[config.mk]
export PLATFORM = sky130hd
export DESIGN_NAME = nand_strobe_gen
export DESIGN_NICKNAME = d
export VERILOG_FILES = /design/src/rtl/nand_strobe_pkg.sv /design/src/rtl/nand_strobe_decode.sv /design/src/rtl/nand_strobe_ticker.sv /design/src/rtl/nand_strobe_sync.sv /design/src/rtl/nand_strobe_gen.sv
export SDC_FILE = /design/constraint.sdc
export NUM_CORES = 1
export LEC_CHECK = 0
export ABC_AREA = 1
export BUFFER_PORTS_ARGS = -buffer_cell sky130_fd_sc_hd__buf_2
export CAP_MARGIN = 30
export CORE_MARGIN = 8
export CORE_UTILIZATION = 49
export DETAILED_ROUTE_END_ITERATION = 10
export GPL_TIMING_DRIVEN = 1
export PLACE_DENSITY = 0.7
export SLEW_MARGIN = 40
export SYNTH_ARGS = -nofsm -noshare
export SYNTH_HDL_FRONTEND = slang
export SYNTH_SLANG_ARGS = --single-unit
[constraint.sdc]
create_clock -name clk -period 10.7 [get_ports clk]
set_clock_uncertainty 0.15 [all_clocks]
set_input_delay 1.605 -clock clk [delete_from_list [all_inputs] [get_ports clk]]
set_output_delay 1.605 -clock clk [all_outputs]
set_load 0.005 [all_outputs]
[src/rtl/nand_strobe_pkg.sv]
package nand_strobe_pkg;

  typedef enum logic [1:0] {
    KIND_CMD   = 2'd0,
    KIND_ADDR  = 2'd1,
    KIND_WDATA = 2'd2,
    KIND_RDATA = 2'd3
  } bus_kind_e;

  typedef enum logic [2:0] {
    PH_IDLE  = 3'd0,
    PH_SETUP = 3'd1,
    PH_WE_LO = 3'd2,
    PH_WE_HI = 3'd3,
    PH_W_EXT = 3'd4,
    PH_RE_LO = 3'd5,
    PH_RE_HI = 3'd6,
    PH_R_REL = 3'd7
  } bus_phase_e;

endpackage

[src/rtl/nand_strobe_decode.sv]
// Splits the two packed timing words into per-phase tick counts, each >= 1.
module nand_strobe_decode #(
  parameter int unsigned TICK_W = 8
) (
  input  logic [4*TICK_W-1:0] wr_word,
  input  logic [4*TICK_W-1:0] rd_word,
  output logic [TICK_W-1:0]   t_setup,
  output logic [TICK_W-1:0]   t_we_lo,
  output logic [TICK_W-1:0]   t_we_hi,
  output logic [TICK_W-1:0]   t_w_ext,
  output logic [TICK_W-1:0]   t_access,
  output logic [TICK_W-1:0]   t_re_lo,
  output logic [TICK_W-1:0]   t_re_hi,
  output logic [TICK_W-1:0]   t_r_rel
);
  localparam logic [TICK_W-1:0] ONE = TICK_W'(1);

  function automatic logic [TICK_W-1:0] min_one(input logic [TICK_W-1:0] v);
    return (v == '0) ? ONE : v;
  endfunction

  logic [TICK_W-1:0] wf [4];
  logic [TICK_W-1:0] rf [4];

  for (genvar i = 0; i < 4; i++) begin : g_field
    assign wf[i] = wr_word[i*TICK_W +: TICK_W];
    assign rf[i] = rd_word[i*TICK_W +: TICK_W];
  end

  // wf[3] setup, wf[2] extension, wf[1] cycle, wf[0] high portion
  assign t_setup  = min_one(wf[3]);
  assign t_w_ext  = min_one(wf[2]);
  assign t_we_hi  = min_one(wf[0]);
  assign t_we_lo  = (wf[1] > wf[0]) ? (wf[1] - wf[0]) : ONE;
  // rf[3] access, rf[2] high hold, rf[1] low, rf[0] release
  assign t_access = min_one(rf[3]);
  assign t_re_hi  = min_one(rf[2]);
  assign t_re_lo  = min_one(rf[1]);
  assign t_r_rel  = min_one(rf[0]);
endmodule

[src/rtl/nand_strobe_ticker.sv]
// Loadable down counter that times one phase.
module nand_strobe_ticker #(
  parameter int unsigned W = 8
) (
  input  logic         clk,
  input  logic         rst,
  input  logic         load,
  input  logic [W-1:0] load_val,
  output logic         expired
);
  logic [W-1:0] cnt_q;

  always_ff @(posedge clk) begin
    if (rst)                cnt_q <= '0;
    else if (load)          cnt_q <= load_val;
    else if (cnt_q != '0)   cnt_q <= cnt_q - W'(1);
  end

  assign expired = (cnt_q == '0);
endmodule

[src/rtl/nand_strobe_sync.sv]
// Flop chain that brings an asynchronous level into the clock domain.
module nand_strobe_sync #(
  parameter int unsigned STAGES  = 2,
  parameter logic        RST_VAL = 1'b0
) (
  input  logic clk,
  input  logic rst,
  input  logic din,
  output logic dout
);
  logic [STAGES-1:0] chain;

  for (genvar i = 0; i < STAGES; i++) begin : g_stage
    if (i == 0) begin : g_first
      always_ff @(posedge clk) begin
        if (rst) chain[0] <= RST_VAL;
        else     chain[0] <= din;
      end
    end else begin : g_next
      always_ff @(posedge clk) begin
        if (rst) chain[i] <= RST_VAL;
        else     chain[i] <= chain[i-1];
      end
    end
  end

  assign dout = chain[STAGES-1];
endmodule

[src/rtl/nand_strobe_gen.sv]
module nand_strobe_gen
  import nand_strobe_pkg::*;
#(
  parameter int unsigned TICK_W      = 8,
  parameter int unsigned DATA_W      = 8,
  parameter int unsigned SYNC_STAGES = 2
) (
  input  logic                clk,
  input  logic                rst,
  input  logic                req_valid,
  input  logic [1:0]          req_kind,
  input  logic [DATA_W-1:0]   req_data,
  input  logic [4*TICK_W-1:0] cfg_wr_timing,
  input  logic [4*TICK_W-1:0] cfg_rd_timing,
  input  logic                rb_n,
  input  logic [DATA_W-1:0]   pad_din,
  output logic                pad_cle,
  output logic                pad_ale,
  output logic                pad_we_n,
  output logic                pad_re_n,
  output logic [DATA_W-1:0]   pad_dout,
  output logic                pad_doe,
  output logic [DATA_W-1:0]   rd_data,
  output logic                done,
  output logic                busy,
  output logic                dev_ready
);
  localparam int unsigned WORD_W = 4 * TICK_W;
  localparam int unsigned ELAP_W = TICK_W + 1;
  localparam logic [TICK_W-1:0] ONE = TICK_W'(1);

  bus_phase_e        phase_q, phase_d;
  bus_kind_e         kind_q, kind_now;
  logic [DATA_W-1:0] data_q, data_now;
  logic [WORD_W-1:0] wr_word_q, rd_word_q, wr_sel, rd_sel;
  logic              accept, idle;

  logic [TICK_W-1:0] t_setup, t_we_lo, t_we_hi, t_w_ext;
  logic [TICK_W-1:0] t_access, t_re_lo, t_re_hi, t_r_rel;

  logic              tick_load, tick_zero, finish;
  logic [TICK_W-1:0] tick_val;

  // ---------------- request snapshot ----------------
  assign idle   = (phase_q == PH_IDLE);
  assign accept = idle && req_valid;

  always_ff @(posedge clk) begin
    if (rst) begin
      kind_q    <= KIND_CMD;
      data_q    <= '0;
      wr_word_q <= '0;
      rd_word_q <= '0;
    end else if (accept) begin
      kind_q    <= bus_kind_e'(req_kind);
      data_q    <= req_data;
      wr_word_q <= cfg_wr_timing;
      rd_word_q <= cfg_rd_timing;
    end
  end

  assign wr_sel   = idle ? cfg_wr_timing : wr_word_q;
  assign rd_sel   = idle ? cfg_rd_timing : rd_word_q;
  assign kind_now = idle ? bus_kind_e'(req_kind) : kind_q;
  assign data_now = idle ? req_data : data_q;

  nand_strobe_decode #(.TICK_W(TICK_W)) u_decode (
    .wr_word  (wr_sel),
    .rd_word  (rd_sel),
    .t_setup  (t_setup),
    .t_we_lo  (t_we_lo),
    .t_we_hi  (t_we_hi),
    .t_w_ext  (t_w_ext),
    .t_access (t_access),
    .t_re_lo  (t_re_lo),
    .t_re_hi  (t_re_hi),
    .t_r_rel  (t_r_rel)
  );

  nand_strobe_ticker #(.W(TICK_W)) u_ticker (
    .clk      (clk),
    .rst      (rst),
    .load     (tick_load),
    .load_val (tick_val),
    .expired  (tick_zero)
  );

  // ---------------- phase sequencer ----------------
  always_comb begin
    phase_d   = phase_q;
    tick_load = 1'b0;
    tick_val  = '0;
    finish    = 1'b0;
    unique case (phase_q)
      PH_IDLE: if (req_valid) begin
        phase_d   = PH_SETUP;
        tick_load = 1'b1;
        tick_val  = t_setup - ONE;
      end
      PH_SETUP: if (tick_zero) begin
        tick_load = 1'b1;
        if (kind_q == KIND_RDATA) begin
          phase_d  = PH_RE_LO;
          tick_val = t_re_lo - ONE;
        end else begin
          phase_d  = PH_WE_LO;
          tick_val = t_we_lo - ONE;
        end
      end
      PH_WE_LO: if (tick_zero) begin
        phase_d   = PH_WE_HI;
        tick_load = 1'b1;
        tick_val  = t_we_hi - ONE;
      end
      PH_WE_HI: if (tick_zero) begin
        phase_d   = PH_W_EXT;
        tick_load = 1'b1;
        tick_val  = t_w_ext - ONE;
      end
      PH_RE_LO: if (tick_zero) begin
        phase_d   = PH_RE_HI;
        tick_load = 1'b1;
        tick_val  = t_re_hi - ONE;
      end
      PH_RE_HI: if (tick_zero) begin
        phase_d   = PH_R_REL;
        tick_load = 1'b1;
        tick_val  = t_r_rel - ONE;
      end
      PH_W_EXT, PH_R_REL: if (tick_zero) begin
        phase_d = PH_IDLE;
        finish  = 1'b1;
      end
      default: phase_d = PH_IDLE;
    endcase
  end

  always_ff @(posedge clk) begin
    if (rst) phase_q <= PH_IDLE;
    else     phase_q <= phase_d;
  end

  // ---------------- registered pad controls ----------------
  logic drive_span;
  assign drive_span = (kind_now != KIND_RDATA) &&
                      ((phase_d == PH_SETUP) || (phase_d == PH_WE_LO) ||
                       (phase_d == PH_WE_HI));

  always_ff @(posedge clk) begin
    if (rst) begin
      pad_cle  <= 1'b0;
      pad_ale  <= 1'b0;
      pad_we_n <= 1'b1;
      pad_re_n <= 1'b1;
      pad_doe  <= 1'b0;
      pad_dout <= '0;
      done     <= 1'b0;
      busy     <= 1'b0;
    end else begin
      pad_cle  <= drive_span && (kind_now == KIND_CMD);
      pad_ale  <= drive_span && (kind_now == KIND_ADDR);
      pad_we_n <= (phase_d != PH_WE_LO);
      pad_re_n <= (phase_d != PH_RE_LO);
      pad_doe  <= drive_span;
      pad_dout <= drive_span ? data_now : '0;
      done     <= finish;
      busy     <= (phase_d != PH_IDLE);
    end
  end

  // ---------------- read capture point ----------------
  logic [ELAP_W-1:0] elapsed_q, elapsed_inc;
  logic              taken_q, in_read_strobe, cap_now;

  assign in_read_strobe = (phase_q == PH_RE_LO) || (phase_q == PH_RE_HI);
  assign elapsed_inc    = elapsed_q + ELAP_W'(1);
  assign cap_now        = in_read_strobe && !taken_q &&
                          ((elapsed_inc == ELAP_W'(t_access)) ||
                           ((phase_q == PH_RE_HI) && tick_zero));

  always_ff @(posedge clk) begin
    if (rst) begin
      elapsed_q <= '0;
      taken_q   <= 1'b0;
      rd_data   <= '0;
    end else if ((phase_q != PH_RE_LO) && (phase_d == PH_RE_LO)) begin
      elapsed_q <= '0;
      taken_q   <= 1'b0;
    end else if (in_read_strobe) begin
      elapsed_q <= elapsed_inc;
      if (cap_now) begin
        rd_data <= pad_din;
        taken_q <= 1'b1;
      end
    end
  end

  // ---------------- ready/busy synchronizer ----------------
  nand_strobe_sync #(.STAGES(SYNC_STAGES), .RST_VAL(1'b0)) u_rb_sync (
    .clk  (clk),
    .rst  (rst),
    .din  (rb_n),
    .dout (dev_ready)
  );
endmodule

==> flow_metrics.tcl <==
set metrics [dict create \
    ys_types 44 \
    power.internal_mw 1.19 \
    yosysTopAreaCellShare_pct 33.0 \
    power_switching_mw 0.910 \
    period_needed_ns 4.65 \
    dpl.hpwl_um 14700 \
    cts_buffers 17 \
    htreeDepth 4 \
    start_kind "flop" \
    crit_type "flop to flop" \
    die_h_um 138 \
    max_freq_mhz 215 \
    clk-insertion-delay-late_ns 0.43 \
    antenna_found_initial 0 \
    cts.path.max_buffers 2 \
    preCtsSetupSlack_ns 6.06 \
    cts_tree "yes" \
    postSynthCellCount 1112 \
    seq_area_frac_synth_pct 33.0 \
    first_pass_iters 5 \
    critPathArrivalTime_ns 4.78 \
    synth_area_leaders "dfxtp_1, nand2_1, inv_1" \
    final_common_cell "nand2_1" \
    drive_above_1_share_pct 15.1 \
    hold_buffers 0 \
    gp_congestion 0.919 \
    grt_max_degree 83 \
    core-area_um2 14500 \
    crit_path_end_kind "flop" \
    swShare_pct 43.3 \
    final_cell_mix "nand2_1, inv_1, dfxtp_1, buf_2" \
    status "completed" \
    layout_setup_ws_ns 6.05 \
    cts_num_sinks 120 \
    nFillCells 1464 \
    area_growth_pct 15.7 \
    num_rows 44 \
    worst_ir_drop_vdd_mv 0.142 \
    antenna-diode-count 0 \
    cts_resized 0 \
    dieArea_um2 19000 \
    pwr-share-seq_pct 26.4 \
    ys_ff_latch 120 \
    setup_viol 0 \
    finish.utilization_pct 57.9 \
    syn-num-nets 1215 \
    clkPwrFrac_pct 26.9 \
    grt_first_pass_wirelength_um 33200 \
    cp_cell_sequence "nor2_4 > nand2_4 > buf_4 > o21ai_0 > inv_1 > fa_1 > inv_1 > nand2_1 > nand2_1 > nand3_1 > nand2_1 > nand2_1 > inv_1 > nand2_1 > nand2_2 > ha_1 > xnor2_1 > o21ai_0 > nand2_1 > o211ai_1 > nand2_1 > nor2_1" \
    overflow 0 \
    ant_nets 0 \
    root_buffer "clkbuf_16" \
    powerDensity_nw_per_um2 250 \
    ys.flop_type "dfxtp_1" \
    start_util_pct 50.0 \
    slew_headroom_pct 49.1 \
    crit_top_cell "nand2_1" \
    hold_viol_final 0 \
    worst_slew_pin_slew_ns 0.763 \
    rsz0062_at_grt "false" \
    synth_edf_count 0 \
    critPathRequiredTime_ns 10.83 \
    final_max_slew_viol_count 0 \
    grt_util_all_layers_pct 22.0 \
    cp_slowest_cell "nand2_4" \
    grt_pass1_vias 6887 \
    wl_per_cell_um 14.6 \
    io_buffers 109 \
    dieWidth_um 138 \
    syn-mean-instance-area_um2 6.54 \
    initialDrtViolationCount 536 \
    via_per_inst 5.28 \
    post-route-drc-count 0 \
    synth_area_um2 7270 \
    p_comb_share_pct 46.7 \
    cts_setup_buffers 0 \
    fin_setup_tns_ns 0 \
    cts.clk_slew.worst_paths_ns 0.06 \
    cap_violations 0 \
    yosysTopAreaCell "dfxtp_1" \
    yosysWarnings 0 \
    final_net_count 1298 \
    dr_total_vias 7347 \
    min_period_over_period_pct 43.5 \
    async_reset_ff_share_pct 0 \
    wirelength_um 20300 \
    cp_max_fo 59 \
    worstHoldPathType "flop to flop" \
    p_leak_nw 3.82 \
    num_io_pins 110 \
    slowest_delay_ns 0.49 \
]
==> final cells by class <==
cell class,count,area [um^2],share of cell area [%]
multi-input combinational,800,4090,48.7
sequential,120,2400,28.6
clock inverter,14,150,1.79
tap,184,230,2.74
inverter,144,541,6.43
clock buffer,17,425,5.06
timing repair buffer,112,568,6.75
==> metrics by stage <==
step	hold slack, ns	cell area [um^2]	total power, mW	std cells
floorplan	0.238	7270	1.32	1112
detailed placement	0.249	7830	1.53	1360
finish	0.253	8410	2.10	1391
CTS	0.254	8410	2.10	1391
global route	0.293	8410	2.28	1391
global placement	0.239	7830	1.52	1360
==> flip-flops by register name (all words and copies together), names as in the netlist <==
name             flops
rd_word_q           32
wr_word_q           32
elapsed_q            9
data_q               8
pad_dout             8
rd_data              8
u_ticker.cnt_q       8
phase_q              3
kind_q               2
busy                 1
done                 1
pad_ale              1
pad_cle              1
pad_doe              1
pad_re_n             1
pad_we_n             1
taken_q              1
u_rb_sync.chain      1
u_rb_sync.dout       1
==> worst max-delay path, delay by kind of cell (launching register included) <==
kind | cells | cell delay (ns)
buffers and inverters | 4 | 0.76
flip-flops | 1 | 0.40
AND/OR/NAND/NOR | 12 | 1.82
AO/OA/AOI/OAI | 3 | 0.50
adder cells (fa/ha/maj) | 2 | 0.71
XOR/XNOR | 1 | 0.13
==> power groups by stage <==
stage / Sequential [mW] / Combinational, mW / Clock, mW
floorplan: 0.557 / 0.764 / 0
global placement: 0.562 / 0.955 / 0
detailed placement: 0.563 / 0.965 / 0
CTS: 0.555 / 0.975 / 0.574
global route: 0.563 / 1.13 / 0.594
finish: 0.555 / 0.982 / 0.565
==> path summary, 6_finish.rpt <==
check	start	endpoint	slack, ns	depth (start not counted)
setup reg to reg	phase_q[2]	u_ticker.cnt_q[2]	6.05	22
hold / removal	u_rb_sync.chain[0]	u_rb_sync.dout	0.25	2
hold reg to reg	u_rb_sync.chain[0]	u_rb_sync.dout	0.25	2
setup / recovery	phase_q[2]	u_ticker.cnt_q[2]	6.05	22
==> routing by layer <==
| metal | part of all wire [%] | track usage, % | routed length [um] | vias up |
|---|---|---|---|---|
| met5 | 0 | 0 | 0 | - |
| met4 | 1.8 | 7.70 | 361 | 0 |
| met3 | 7.8 | 5.94 | 1570 | 32 |
| met2 | 43 | 33.1 | 8780 | 216 |
| met1 | 47 | 29.7 | 9570 | 3311 |
| li1 | - | - | - | 3788 |
==> cell usage after synthesis (2+ instances only) <==
| master | instances |
|---|---|
| inv_1 | 139 |
| ha_1 | 16 |
| nor2_1 | 103 |
| a21oi_1 | 90 |
| dfxtp_1 | 120 |
| nor3_1 | 7 |
| nand3_1 | 55 |
| nand2_1 | 265 |
| nor3_2 | 2 |
| nand2_2 | 5 |
| xnor2_1 | 16 |
| xor2_1 | 14 |
| o21ai_2 | 16 |
| inv_2 | 5 |
| buf_6 | 6 |
| o21ai_0 | 103 |
| nand4_1 | 16 |
| buf_2 | 11 |
| nand2_4 | 3 |
| buf_4 | 2 |
| o21ai_1 | 16 |
| a31oi_1 | 4 |
| o211ai_1 | 2 |
| nand3b_1 | 21 |
| a211oi_1 | 20 |
| clkbuf_1 | 29 |
| o21a_1 | 3 |
| nor2_2 | 4 |
| o22ai_1 | 4 |
==> kinds of logic after synthesis <==
logic type / share of synthesized area (%)
XOR/XNOR: 3.61
multiplexers: 0.138
AND/OR/NAND/NOR: 28.8
AO/OA/AOI/OAI: 20.5
adder cells (fa/ha/maj): 3.03
buffers and inverters: 10.8
flip-flops: 33.0
Note: power is estimated with default switching activity, not from simulation.
